==> src/rtl/bmdma_pkg.sv <==
`timescale 1ns/1ps
package bmdma_pkg;
  typedef enum logic [1:0] {
    SEL_CMD  = 2'd0,
    SEL_STAT = 2'd1,
    SEL_BASE = 2'd2,
    SEL_NONE = 2'd3
  } reg_sel_e;

  localparam int CMD_START = 0;
  localparam int CMD_DIR   = 3;
  localparam logic [7:0] CMD_KEEP = 8'h09;

  localparam int STAT_ACT = 0;
  localparam int STAT_ERR = 1;
  localparam int STAT_IRQ = 2;
endpackage

==> src/rtl/bmdma_cmd.sv <==
`timescale 1ns/1ps
module bmdma_cmd
  import bmdma_pkg::*;
(
  input  logic       clk,
  input  logic       rst_n,
  input  logic       wr,
  input  logic [7:0] wbyte,
  input  logic       act_now,
  output logic [7:0] cmd_q,
  output logic       act_set,
  output logic       act_clr,
  output logic       kick_q,
  output logic       restart_q,
  output logic       cancel_q
);
  logic go_up, go_down;

  // Only a change of the start bit triggers an action
  always_comb begin
    go_up   = wr &  wbyte[CMD_START] & ~cmd_q[CMD_START];
    go_down = wr & ~wbyte[CMD_START] &  cmd_q[CMD_START];
    act_set = go_up & ~act_now;
    act_clr = go_down;
  end

  always_ff @(posedge clk) begin
    if (!rst_n) begin
      cmd_q     <= '0;
      kick_q    <= 1'b0;
      restart_q <= 1'b0;
      cancel_q  <= 1'b0;
    end else begin
      if (wr) cmd_q <= wbyte & CMD_KEEP;
      kick_q    <= act_set;
      restart_q <= go_up;
      cancel_q  <= go_down;
    end
  end
endmodule

==> src/rtl/bmdma_status.sv <==
`timescale 1ns/1ps
module bmdma_status
  import bmdma_pkg::*;
(
  input  logic       clk,
  input  logic       rst_n,
  input  logic       wr,
  input  logic [7:0] wbyte,
  input  logic       act_set,
  input  logic       act_clr,
  input  logic       walk_done,
  input  logic       walk_more,
  input  logic       walk_err,
  input  logic       dev_irq,
  output logic [7:0] stat_q,
  output logic       host_irq
);
  logic act_r, err_r, irq_r, line_q, line_rise;

  assign line_rise = dev_irq & ~line_q;
  assign stat_q    = {5'b0, irq_r, err_r, act_r};
  assign host_irq  = line_q;

  always_ff @(posedge clk) begin
    if (!rst_n) begin
      act_r  <= 1'b0;
      err_r  <= 1'b0;
      irq_r  <= 1'b0;
      line_q <= 1'b0;
    end else begin
      line_q <= dev_irq;
      // register write wins over walker report
      if (act_set)        act_r <= 1'b1;
      else if (act_clr)   act_r <= 1'b0;
      else if (walk_done) act_r <= walk_more;
      // set beats write-one-to-clear
      if (walk_err)                   err_r <= 1'b1;
      else if (wr && wbyte[STAT_ERR]) err_r <= 1'b0;
      if (line_rise)                  irq_r <= 1'b1;
      else if (wr && wbyte[STAT_IRQ]) irq_r <= 1'b0;
    end
  end
endmodule

==> src/rtl/bmdma_base.sv <==
`timescale 1ns/1ps
module bmdma_base #(
  parameter int DATA_W = 32,
  localparam int BYTES  = DATA_W / 8,
  localparam int OFF_W  = $clog2(BYTES),
  localparam int SZ_MAX = $clog2(BYTES)
) (
  input  logic              clk,
  input  logic              rst_n,
  input  logic              wr,
  input  logic [OFF_W-1:0]  off,
  input  logic [1:0]        size,
  input  logic [DATA_W-1:0] wdata,
  output logic [DATA_W-1:0] base_q,
  output logic [DATA_W-1:0] rdata
);
  logic [OFF_W+1:0]  nb;
  logic [OFF_W+1:0]  lim;
  logic [DATA_W-1:0] wsh, rsh;

  always_comb begin
    if (int'(size) >= SZ_MAX) nb = (OFF_W+2)'(BYTES);
    else                      nb = (OFF_W+2)'(1) << size;
    lim = (OFF_W+2)'(off) + nb;
    wsh = wdata << {off, 3'b000};
    rsh = base_q >> {off, 3'b000};
  end

  for (genvar i = 0; i < BYTES; i++) begin : g_lane
    localparam logic [OFF_W+1:0] LI = (OFF_W+2)'(i);
    logic hit;
    assign hit = wr && (LI >= (OFF_W+2)'(off)) && (LI < lim);
    assign rdata[8*i +: 8] = (LI < nb) ? rsh[8*i +: 8] : 8'h00;

    if (i == 0) begin : g_low
      always_ff @(posedge clk) begin
        if (!rst_n)   base_q[7:0] <= 8'h00;
        else if (hit) base_q[7:0] <= {wsh[7:2], 2'b00};
      end
    end else begin : g_high
      always_ff @(posedge clk) begin
        if (!rst_n)   base_q[8*i +: 8] <= 8'h00;
        else if (hit) base_q[8*i +: 8] <= wsh[8*i +: 8];
      end
    end
  end
endmodule

==> src/rtl/bmdma_regs.sv <==
`timescale 1ns/1ps
module bmdma_regs
  import bmdma_pkg::*;
#(
  parameter int DATA_W = 32,
  localparam int OFF_W = $clog2(DATA_W / 8)
) (
  input  logic              clk,
  input  logic              rst_n,
  input  logic              bus_we,
  input  logic [1:0]        bus_sel,
  input  logic [OFF_W-1:0]  bus_off,
  input  logic [1:0]        bus_size,
  input  logic [DATA_W-1:0] bus_wdata,
  output logic [DATA_W-1:0] bus_rdata,
  input  logic              dev_irq,
  output logic              host_irq,
  input  logic              walk_done,
  input  logic              walk_more,
  input  logic              walk_err,
  output logic              kick_o,
  output logic              restart_o,
  output logic              cancel_o,
  output logic [DATA_W-1:0] fetch_base
);
  logic [7:0]        cmd_q, stat_q;
  logic [DATA_W-1:0] base_q, base_rd;
  logic              wr_cmd, wr_stat, wr_base;
  logic              act_set, act_clr, cancel_q;

  always_comb begin
    wr_cmd  = bus_we && (reg_sel_e'(bus_sel) == SEL_CMD);
    wr_stat = bus_we && (reg_sel_e'(bus_sel) == SEL_STAT);
    wr_base = bus_we && (reg_sel_e'(bus_sel) == SEL_BASE);
  end

  bmdma_cmd u_cmd (
    .clk(clk), .rst_n(rst_n), .wr(wr_cmd), .wbyte(bus_wdata[7:0]),
    .act_now(stat_q[STAT_ACT]), .cmd_q(cmd_q), .act_set(act_set),
    .act_clr(act_clr), .kick_q(kick_o), .restart_q(restart_o),
    .cancel_q(cancel_q)
  );

  bmdma_status u_stat (
    .clk(clk), .rst_n(rst_n), .wr(wr_stat), .wbyte(bus_wdata[7:0]),
    .act_set(act_set), .act_clr(act_clr), .walk_done(walk_done),
    .walk_more(walk_more), .walk_err(walk_err), .dev_irq(dev_irq),
    .stat_q(stat_q), .host_irq(host_irq)
  );

  bmdma_base #(.DATA_W(DATA_W)) u_base (
    .clk(clk), .rst_n(rst_n), .wr(wr_base), .off(bus_off),
    .size(bus_size), .wdata(bus_wdata), .base_q(base_q), .rdata(base_rd)
  );

  assign cancel_o   = cancel_q | ~rst_n;
  assign fetch_base = base_q;

  always_comb begin
    unique case (reg_sel_e'(bus_sel))
      SEL_CMD:  bus_rdata = DATA_W'(cmd_q);
      SEL_STAT: bus_rdata = DATA_W'(stat_q);
      SEL_BASE: bus_rdata = base_rd;
      default:  bus_rdata = '0;
    endcase
  end
endmodule

==> config.mk <==
export PLATFORM = sky130hd
export DESIGN_NAME = bmdma_regs
export DESIGN_NICKNAME = d
export VERILOG_FILES = /design/src/rtl/bmdma_pkg.sv /design/src/rtl/bmdma_cmd.sv /design/src/rtl/bmdma_status.sv /design/src/rtl/bmdma_base.sv /design/src/rtl/bmdma_regs.sv
export SDC_FILE = /design/constraint.sdc
export NUM_CORES = 1
export LEC_CHECK = 0
export CORE_UTILIZATION = 47
export DETAILED_ROUTE_END_ITERATION = 8
export GPL_TIMING_DRIVEN = 1
export HOLD_SLACK_MARGIN = 0.1
export PLACE_DENSITY = 0.87
export REMOVE_ABC_BUFFERS = 1
export SYNTH_ARGS = -nofsm -noshare
export SYNTH_HDL_FRONTEND = slang
export SYNTH_SLANG_ARGS = --single-unit
==> constraint.sdc <==
create_clock -name clk -period 7.3 [get_ports clk]
set_input_delay 1.825 -clock clk [delete_from_list [all_inputs] [get_ports clk]]
set_output_delay 1.825 -clock clk [all_outputs]
set_load 0.005 [all_outputs]
==> metrics.md <==
| Metric | Value |
|---|---|
| Final Cycle Share | 85.9% |
| H-tree levels | 2 |
| Total gr overflow | 0 |
| RR Endpoint | u_cmd.kick_q |
| Final GP Congestion | 0.814 |
| Worst-case reg-to-reg path depth | 2 |
| P&R area growth vs syn | 44.0% |
| CTS buffer count | 5 |
| Ant diodes | 0 |
| Clk buf depth | 2 |
| WHS | 0.472 ns |
| Synth unique cells | 41 |
| DRC violations left | 0 |
| Peak fanout along the critical path | 9 |
| R2R Path Start | u_cmd.cmd_q[0] |
| Via-to-Cell Ratio | 5.63 |
| YS warnings | 0 |
| Synth area leaders | dfxtp_1 28%, mux2i_1 27%, nor2b_1 5.4% |
| Core ar. | 5570 um^2 |
| Initial antenna violation count | 0 |
| Peak supply drop | 0.0989 mV |
| Leakage | 1.63 nW |
| RSZ-0062 raised after global routing | no |
| Placed cells | 481 |
| Largest net degree at the start of global routing | 54 |
| Worst Hold Path EP | u_cmd.kick_q |
| CP Capture Type | primary output |
| Power Total | 542 uW |
| Min Tclk post-route | 6.27 ns |
| PortBufs | 110 |
| DP Wirelength | 5890 um |
| Clk slew on worst S/H paths | 0.08 ns |
| Initial core utilization | 49.5% |
| Post-CTS Setup Repair Bufs | 0 |
| Final Setup Violations | 0 |
| Worst skew pair latency | 0.30 ns |
| Vias | 2753 |
| Max-slew violations | 0 |
| Worst rel slew slack | 32.7% |
| Non-Filler Instances | 489 |
| Final hold violations | 0 |
| R2R setup slack | 6.39 ns |
| Hold Startpoint | u_stat.act_r |
| DRT Wirelength | 8420 um |
| Sequential share of the synthesized area | 28.3% |
| Vias in the first global route | 2552 |
| Root Buffer | clkbuf_8 |
| TNS Setup | 0 ns |
| Sinks on Clock Net | 39 |
| GRT Total Usage | 27.6% |
| Status | completed |
| Post-CTS sizing | 0 |
| First-pass iteration count of the detailed router | 4 |
| Register bit total from synthesis | 39 |
| Most frequent cells in the layout | 108 x clkdlybuf4s50_1, 75 x mux2i_1, 39 x dfxtp_1, 37 x nand2_1, 30 x nor2_1 |
| Avg Cell Area, Syn | 8.70 um^2 |
| # Max-Cap Violations | 0 |
| HP Class | flip-flop to flip-flop |
| Worst EP arrival | 4.45 ns |
| Power density over cell area | 137 nW/um^2 |
| Crit Path Category | input pin to primary output |
| I/O pin count | 113 |
| Drt wl/cell | 17.2 um |
| Die width | 78.6 um |
| Syn Inst Count | 317 |
| NumNets Final | 464 |
| WHS Path Cells | 1 |
| Synth area leader | dfxtp_1 |
| Die Area | 6180 um^2 |
| Cts hold-fix bufs | 0 |
| Startpoint Class | input pin |
| Share of cells above drive strength 1 | 5.04% |
| Finished Core Util | 71.2% |
| CP Data Required Time | 5.48 ns |
| Least-Margin Pin Slew | 1.01 ns |
| Synthesized area | 2760 um^2 |
| Rows | 27 |
| First-pass GRT wire length | 13000 um |
| DRT antenna net count | 0 |
| Max Freq | 159 MHz |
| Most common cell after layout, fill and taps aside | clkdlybuf4s50_1 |
| Die height | 78.6 um |
| Initial drt markers | 196 |
| Top-area cell type share of the netlist area | 28.3% |
| Setup Skew | 0.000635 ns |
| CTS tree | done |
report_power, final:
group | switching [mW] | internal (mW)
combinational | 0.0583 | 0.0638
sequential | 0.00640 | 0.219
clock | 0.0839 | 0.111
critical path, stage by stage:
cell and delay, ns:
clkdlybuf4s50_1 0.62, nor2b_1 0.27, nand3b_1 0.35, nor2_1 0.65
and2_1 0.23, clkdlybuf4s50_1 0.50
sequential cells by signal, indices dropped and copies added (netlist names):
| register | count |
|---|---|
| u_stat.err_r | 1 |
| u_cmd.cancel_q | 1 |
| u_stat.irq_r | 1 |
| u_base.base_q | 30 |
| u_cmd.cmd_q | 2 |
| u_stat.host_irq | 1 |
| u_stat.act_r | 1 |
| u_cmd.restart_q | 1 |
| u_cmd.kick_q | 1 |
cell usage after synthesis, drive strengths merged:
master and instances:
mux2i 75, dfxtp 39, nand2 37, nor2 31, nor2b 25, buf 15, a21oi 11, a211oi 10
and2 10, nand3 10, clkbuf 9, o211a 8, o2bb2ai 8, a21o 2, a2bb2oi 2, and4b 2
ha 2, nand2b 2, nand3b 2, o21ai 2, a2111oi 1, a21boi 1, a311oi 1, a31oi 1
a32o 1, and4 1, conb 1, fa 1, inv 1, nand4 1, nand4b 1, nor3 1
nor3b 1, nor4b 1, o21a 1
metal layers:
layer | global-route usage (%) | up-vias | routed length, um | share of wire, %
met2 | 46.3 | 145 | 3940 | 47
li1 | - | 1323 | - | -
met4 | 11.1 | 0 | 163 | 1.9
met5 | 0 | - | 0 | 0
met3 | 4.77 | 11 | 807 | 9.6
met1 | 34.9 | 1274 | 3510 | 42
kinds of logic after synthesis:
logic type               Yosys count  synth area share (%)
AND/OR/NAND/NOR                  125                  23.3
AO/OA/AOI/OAI                     49                  14.6
adder cells (fa/ha/maj)            3                  1.63
flip-flops                        39                  28.3
buffers and inverters             25                  4.76
other                              1                 0.136
multiplexers                      75                  27.2
stage by stage:
stage / area [um^2] / worst slack [ns]
after CTS: 3970 / 1.03
after global placement: 3850 / 1.07
after global routing: 3970 / 0.837
after floorplan: 2630 / 2.79
final: 3970 / 1.03
after detailed placement: 3850 / 1.05
layout make-up:
cell class,instances,area (um^2)
clock inverters,2,35.0
multi-input cells,254,1850
inverters,1,3.75
fillers,448,1600
repair buffers,115,1130
clock buffers,6,82.6
flip-flops and latches,39,781
well taps,72,90.1
how the worst max path moves through the flow:
stage,start,to,slack [ns],cells after the start
global route,bus_sel[1],bus_rdata[24],0.84,6
CTS,bus_sel[1],bus_rdata[30],1.03,6
finish,bus_sel[1],bus_rdata[29],1.03,6
global placement,bus_sel[1],bus_rdata[29],1.07,6
detailed placement,bus_sel[1],bus_rdata[29],1.05,6
floorplan,bus_off[0],bus_rdata[10],2.79,3
Note: power is estimated with default switching activity, not from simulation.
